<file path="src/rtl/mbs_pkg.sv">
// Shared types for the multiplexed bus cycle sequencer.
// Assumes: kind codes 0..5 are legal, 6 and 7 are not.
package mbs_pkg;
    localparam int KIND_W = 3;

    typedef enum logic [KIND_W-1:0] {
        CYC_FETCH = 3'd0,
        CYC_MRD   = 3'd1,
        CYC_MWR   = 3'd2,
        CYC_IORD  = 3'd3,
        CYC_IOWR  = 3'd4,
        CYC_IACK  = 3'd5
    } cyc_kind_e;

    typedef enum logic [2:0] {
        TS_IDLE, TS_T1, TS_T2, TS_TW, TS_T3, TS_T4
    } tstate_e;

    function automatic logic kind_legal(input logic [KIND_W-1:0] k);
        return k <= 3'd5;
    endfunction
endpackage

</file>
<file path="src/rtl/mbs_status_enc.sv">
// Decodes a cycle kind into the bus status code and strobe class.
// Assumes: the kind is legal; unknown codes decode to a quiet memory read.
module mbs_status_enc
    import mbs_pkg::*;
(
    input  cyc_kind_e kind,
    output logic      io_m,
    output logic      s1,
    output logic      s0,
    output logic      rd_kind,
    output logic      wr_kind,
    output logic      ack_kind,
    output logic      fetch_kind
);
    // Status code and strobe class per kind.
    always_comb begin
        {io_m, s1, s0} = 3'b010;
        rd_kind = 1'b0;
        wr_kind = 1'b0;
        ack_kind = 1'b0;
        fetch_kind = 1'b0;
        case (kind)
            CYC_FETCH: begin {io_m, s1, s0} = 3'b011; rd_kind = 1'b1; fetch_kind = 1'b1; end
            CYC_MRD:   begin {io_m, s1, s0} = 3'b010; rd_kind = 1'b1; end
            CYC_MWR:   begin {io_m, s1, s0} = 3'b001; wr_kind = 1'b1; end
            CYC_IORD:  begin {io_m, s1, s0} = 3'b110; rd_kind = 1'b1; end
            CYC_IOWR:  begin {io_m, s1, s0} = 3'b101; wr_kind = 1'b1; end
            CYC_IACK:  begin {io_m, s1, s0} = 3'b111; ack_kind = 1'b1; end
            default:   begin {io_m, s1, s0} = 3'b010; end
        endcase
    end
endmodule

</file>
<file path="src/rtl/mbs_tstate_ctl.sv">
// T-state controller: steps T1, T2, waits, T3 and an optional T4.
// Assumes: start is only raised while idle; ready is valid at every edge.
module mbs_tstate_ctl
    import mbs_pkg::*;
(
    input  logic    clk,
    input  logic    rst_n,
    input  logic    start,
    input  logic    fetch_kind,
    input  logic    ready,
    output tstate_e state,
    output logic    done
);
    tstate_e nxt;

    // Next T-state; ready is consulted only when leaving T2 or a wait state.
    always_comb begin
        nxt = state;
        case (state)
            TS_IDLE: if (start) nxt = TS_T1;
            TS_T1:   nxt = TS_T2;
            TS_T2:   nxt = ready ? TS_T3 : TS_TW;
            TS_TW:   nxt = ready ? TS_T3 : TS_TW;
            TS_T3:   nxt = fetch_kind ? TS_T4 : TS_IDLE;
            TS_T4:   nxt = TS_IDLE;
            default: nxt = TS_IDLE;
        endcase
    end

    // State register and one-cycle done pulse after the final T-state.
    always_ff @(posedge clk) begin
        if (!rst_n) begin
            state <= TS_IDLE;
            done  <= 1'b0;
        end else begin
            state <= nxt;
            done  <= (state == TS_T3 && !fetch_kind) || state == TS_T4;
        end
    end
endmodule

</file>
<file path="src/rtl/mux_bus_seq.sv">
// Top of the multiplexed bus cycle sequencer. Latches a request while idle,
// then drives address, status, strobes and the shared bus per T-state.
// Assumes: ADDR_W > DATA_W; the I/O port is the low DATA_W address bits.
module mux_bus_seq
    import mbs_pkg::*;
#(
    parameter int ADDR_W = 16,
    parameter int DATA_W = 8
) (
    input  logic                 clk,
    input  logic                 rst_n,
    input  logic                 req_valid,
    input  logic [KIND_W-1:0]    req_kind,
    input  logic [ADDR_W-1:0]    req_addr,
    input  logic [DATA_W-1:0]    req_wdata,
    output logic                 busy,
    output logic                 done,
    output logic [DATA_W-1:0]    rd_data,
    output logic [ADDR_W-DATA_W-1:0] a_hi,
    output logic [DATA_W-1:0]    ad_out,
    output logic                 ad_oe,
    input  logic [DATA_W-1:0]    ad_in,
    output logic                 ale,
    output logic                 io_m,
    output logic                 s1,
    output logic                 s0,
    output logic                 rd_n,
    output logic                 wr_n,
    output logic                 inta_n,
    input  logic                 ready
);
    localparam int HI_W = ADDR_W - DATA_W;

    cyc_kind_e         kind_q;
    logic [ADDR_W-1:0] addr_q;
    logic [DATA_W-1:0] wdata_q;
    logic [DATA_W-1:0] rd_q;
    tstate_e           state;
    logic              start, strobe_ph;
    logic              st_io, st_s1, st_s0;
    logic              rd_kind, wr_kind, ack_kind, fetch_kind;

    assign start = req_valid && state == TS_IDLE && kind_legal(req_kind);

    mbs_status_enc u_enc (
        .kind(kind_q), .io_m(st_io), .s1(st_s1), .s0(st_s0),
        .rd_kind(rd_kind), .wr_kind(wr_kind), .ack_kind(ack_kind),
        .fetch_kind(fetch_kind)
    );

    mbs_tstate_ctl u_ctl (
        .clk(clk), .rst_n(rst_n), .start(start), .fetch_kind(fetch_kind),
        .ready(ready), .state(state), .done(done)
    );

    // Capture the request fields when a cycle is accepted.
    always_ff @(posedge clk) begin
        if (!rst_n) begin
            kind_q  <= CYC_MRD;
            addr_q  <= '0;
            wdata_q <= '0;
        end else if (start) begin
            kind_q  <= cyc_kind_e'(req_kind);
            addr_q  <= req_addr;
            wdata_q <= req_wdata;
        end
    end

    // Capture the read byte at the edge that ends T3 (strobe rising).
    always_ff @(posedge clk) begin
        if (!rst_n)
            rd_q <= '0;
        else if (state == TS_T3 && (rd_kind || ack_kind))
            rd_q <= ad_in;
    end

    // Bus outputs decoded from the current T-state and latched request.
    always_comb begin
        busy      = state != TS_IDLE;
        ale       = state == TS_T1;
        strobe_ph = state == TS_T2 || state == TS_TW || state == TS_T3;
        rd_n      = !(strobe_ph && rd_kind);
        wr_n      = !(strobe_ph && wr_kind);
        inta_n    = !(strobe_ph && ack_kind);
        ad_oe     = ale || (strobe_ph && wr_kind);
        if (ale)
            ad_out = addr_q[DATA_W-1:0];
        else if (strobe_ph && wr_kind)
            ad_out = wdata_q;
        else
            ad_out = '0;
        if (!busy)
            a_hi = '0;
        else if (kind_q == CYC_IORD || kind_q == CYC_IOWR)
            a_hi = HI_W'(addr_q[DATA_W-1:0]);
        else
            a_hi = addr_q[ADDR_W-1:DATA_W];
        {io_m, s1, s0} = busy ? {st_io, st_s1, st_s0} : 3'b000;
        rd_data = rd_q;
    end
endmodule

</file>
<file path="config.mk">
export PLATFORM = sky130hd
export DESIGN_NAME = mux_bus_seq
export DESIGN_NICKNAME = d
export VERILOG_FILES = /design/src/rtl/mbs_pkg.sv /design/src/rtl/mbs_status_enc.sv /design/src/rtl/mbs_tstate_ctl.sv /design/src/rtl/mux_bus_seq.sv
export SDC_FILE = /design/constraint.sdc
export NUM_CORES = 1
export LEC_CHECK = 0
export BUFFER_PORTS_ARGS = -buffer_cell sky130_fd_sc_hd__buf_4
export CAP_MARGIN = 20
export CORE_UTILIZATION = 50
export DETAILED_ROUTE_END_ITERATION = 10
export GPL_TIMING_DRIVEN = 1
export PLACE_DENSITY = 0.8
export RECOVER_POWER = 25
export SYNTH_ARGS = -nofsm -noshare
export SYNTH_HDL_FRONTEND = slang
export SYNTH_HIERARCHICAL = 1
export SYNTH_SLANG_ARGS = --single-unit
</file>
<file path="constraint.sdc">
create_clock -name clk -period 4.4 [get_ports clk]
set_input_delay 0.88 -clock clk [delete_from_list [all_inputs] [get_ports clk]]
set_output_delay 0.88 -clock clk [all_outputs]
set_load 0.02 [all_outputs]
</file>
==> results.toml <==
[clock_network]
numCtsBuffers = 5
cts_setup_buffers = 0
path_clk_slew_ns = 0.08
cts_tree = "done"
cts_num_sinks = 39
cts_resized = 0
ctsHoldBuffers = 0
worstSkewPairLatency_ns = 0.30
root_buffer = "clkbuf_8"
h-tree-depth = 2
clockBufferDepth = 2

[cells_and_area]
diodes = 0
drive_gt1_share_pct = 26.89
multiInputGateArea_um2 = 1134
area_growth_pct = 28.68
finish.net_count = 343
fillers = 322
regArea_um2 = 780.7
finalNonFillerCells = 353
fin_util_pct = 69.38

[logic_synthesis]
synth-edff-count = 0
synth_top_area_cell = "dfxtp_1"
synth_top_cell_area_share_pct = 38.40
synth-main-ff-cell = "dfxtp_1"
netlist_instances = 240
seq_area_frac_synth_pct = 38.40
synth.area.top_cells = "dfxtp_1 (38%), mux2i_1 (18%), nand2_1 (13%), a22o_1 (3.4%), a21boi_0 (3.0%)"
ys_warn_count = 6
yosys_register_bits = 39
yosysMostFrequentCell = "nand2_1"
yosysUniqueCellTypes = 35
synthTopCellsByCount = "nand2_1 (73), dfxtp_1 (39), mux2i_1 (36)"
synth_nets = 279
async_flop_share_pct = 0
syn_avg_cell_area_um2 = 8.472
syn-cell-area_um2 = 2033

[run]
drv_cap = 1

[critical_path]
critPathArrivalTime_ns = 2.26
critPathCaptureType = "primary output"
critPathRequiredTime_ns = 3.52
path_class = "reg2out"
worstPathMaxFanout = 10
startpoint_type = "register"

[place]
numPlacedInstances = 345
dp.final_hpwl_um = 3171
place_ws_ns = 1.717
io_buffer_count = 72
place_congestion = 0.7944

[sta]
period_share_pct = 71.35
slew_violations = 74
fin_skew_ns = 0.003101
fin_setup_tns_ns = 0
max_freq_mhz = 318.5
rsz0062_at_grt = "false"
finalHoldViolCount = 0
finalWorstSetupSlack_ns = 1.261
relSlewSlack_pct = -87.78
final.min_clock_period_ns = 3.139
setup_viol = 0
tightest_slew_ns = 2.817

[global_routing]
grt_pass1_wl_um = 7976
antenna_found_initial = 0
grt_usage_pct = 24.78
grt_max_degree = 74
grt_pass1_vias = 1678
grt_overflow = 0

[worst_hold_path]
hp-class = "reg2reg"

[routing]
post_drt_wl_per_cell_um = 13.43
dr.first_iter.drc_count = 121
routed_wl_um = 4741
drtPass1Iterations = 5
routed_via_density = 5.190
vias = 1832
antenna_left = 0
remaining_drc_errors = 0

[outcome]
violations = "capacitance limit, slew limit"
status = "complete, but fails checks"

[power]
power.density_nw_per_um2 = 464.9
peakVddDrop_mv = 0.2978
p_leak_uw = 0.001107

[die]
die_h_um = 65.77
start_util_pct = 53.92
row_count = 22
core_um2 = 3771
die_x_um = 65.77
num_io_pins = 73
die-area_um2 = 4326
## logic make-up after synthesis
logic type,share of synthesized area (%)
flip-flops,38.40
AND/OR/NAND/NOR,25.11
AO/OA/AOI/OAI,12.55
multiplexers,17.72
buffers and inverters,6.215
## sequential cells by signal (all words and copies together) (netlist names)
signal,count
u_ctl/done,1
u_ctl/state,3
wdata_q,8
kind_q,3
rd_data,8
addr_q,16
## cell type report
cell class,count,area share [%]
sequential,39,29.84
timing repair buffer,73,19.51
inverter,5,0.7174
multi-input combinational,180,43.33
clock inverter,3,1.674
clock buffer,5,2.630
tap,48,2.296
## through the flow
step                      total power [uW]  instance area (um^2)  hold WS, ns
after floorplan                      794.3                  2033       0.4344
after global placement               910.9                  2541       0.4419
after detailed placement             919.9                  2541       0.4486
after CTS                             1220                  2654       0.4597
after global routing                  1282                  2616       0.4823
final                                 1216                  2616       0.4583
## power by group
| group | switching, uW | internal [uW] |
|---|---|---|
| sequential | 59.0 | 406 |
| clock | 137 | 169 |
| combinational | 234 | 211 |
## metal layers
layer	global-route usage (%)	share of wire, %	vias to the layer above
met5	0	0	-
met4	8.152	1.3	0
met3	7.414	6.4	7
met2	37.63	45	55
met1	33.26	47	829
li1	-	-	941
## layout by cell type (no fill, tap or decap), drive strengths merged, types with 2 or more instances in the layout
cell type,instances
a21boi,8
a21oi,3
a22o,8
and2,3
buf,63
clkbuf,15
clkinv,2
dfxtp,39
inv,5
mux2i,36
nand2,73
nand2b,2
nand3,9
nor2,4
nor2b,3
nor3,3
nor3b,3
o21ai,11
or2,2
## final timing paths
path	startpoint	endpoint	slack (ns)	depth (start not counted)
worst max-delay path	kind_q[2]	a_hi[1]	1.26	4
worst min-delay path	wdata_q[3]	wdata_q[3]	0.46	2
worst max register to register	u_ctl/state[1]	u_ctl/state[0]	2.22	6
worst min register to register	wdata_q[3]	wdata_q[3]	0.46	2
## worst max-delay path, stage by stage (launching register included)
cell and delay, ns:
dfxtp_1 0.50, nor3b_1 0.75, o21ai_0 0.26, a21boi_0 0.26, buf_4 0.19
Power figures use the tool's default switching activity.
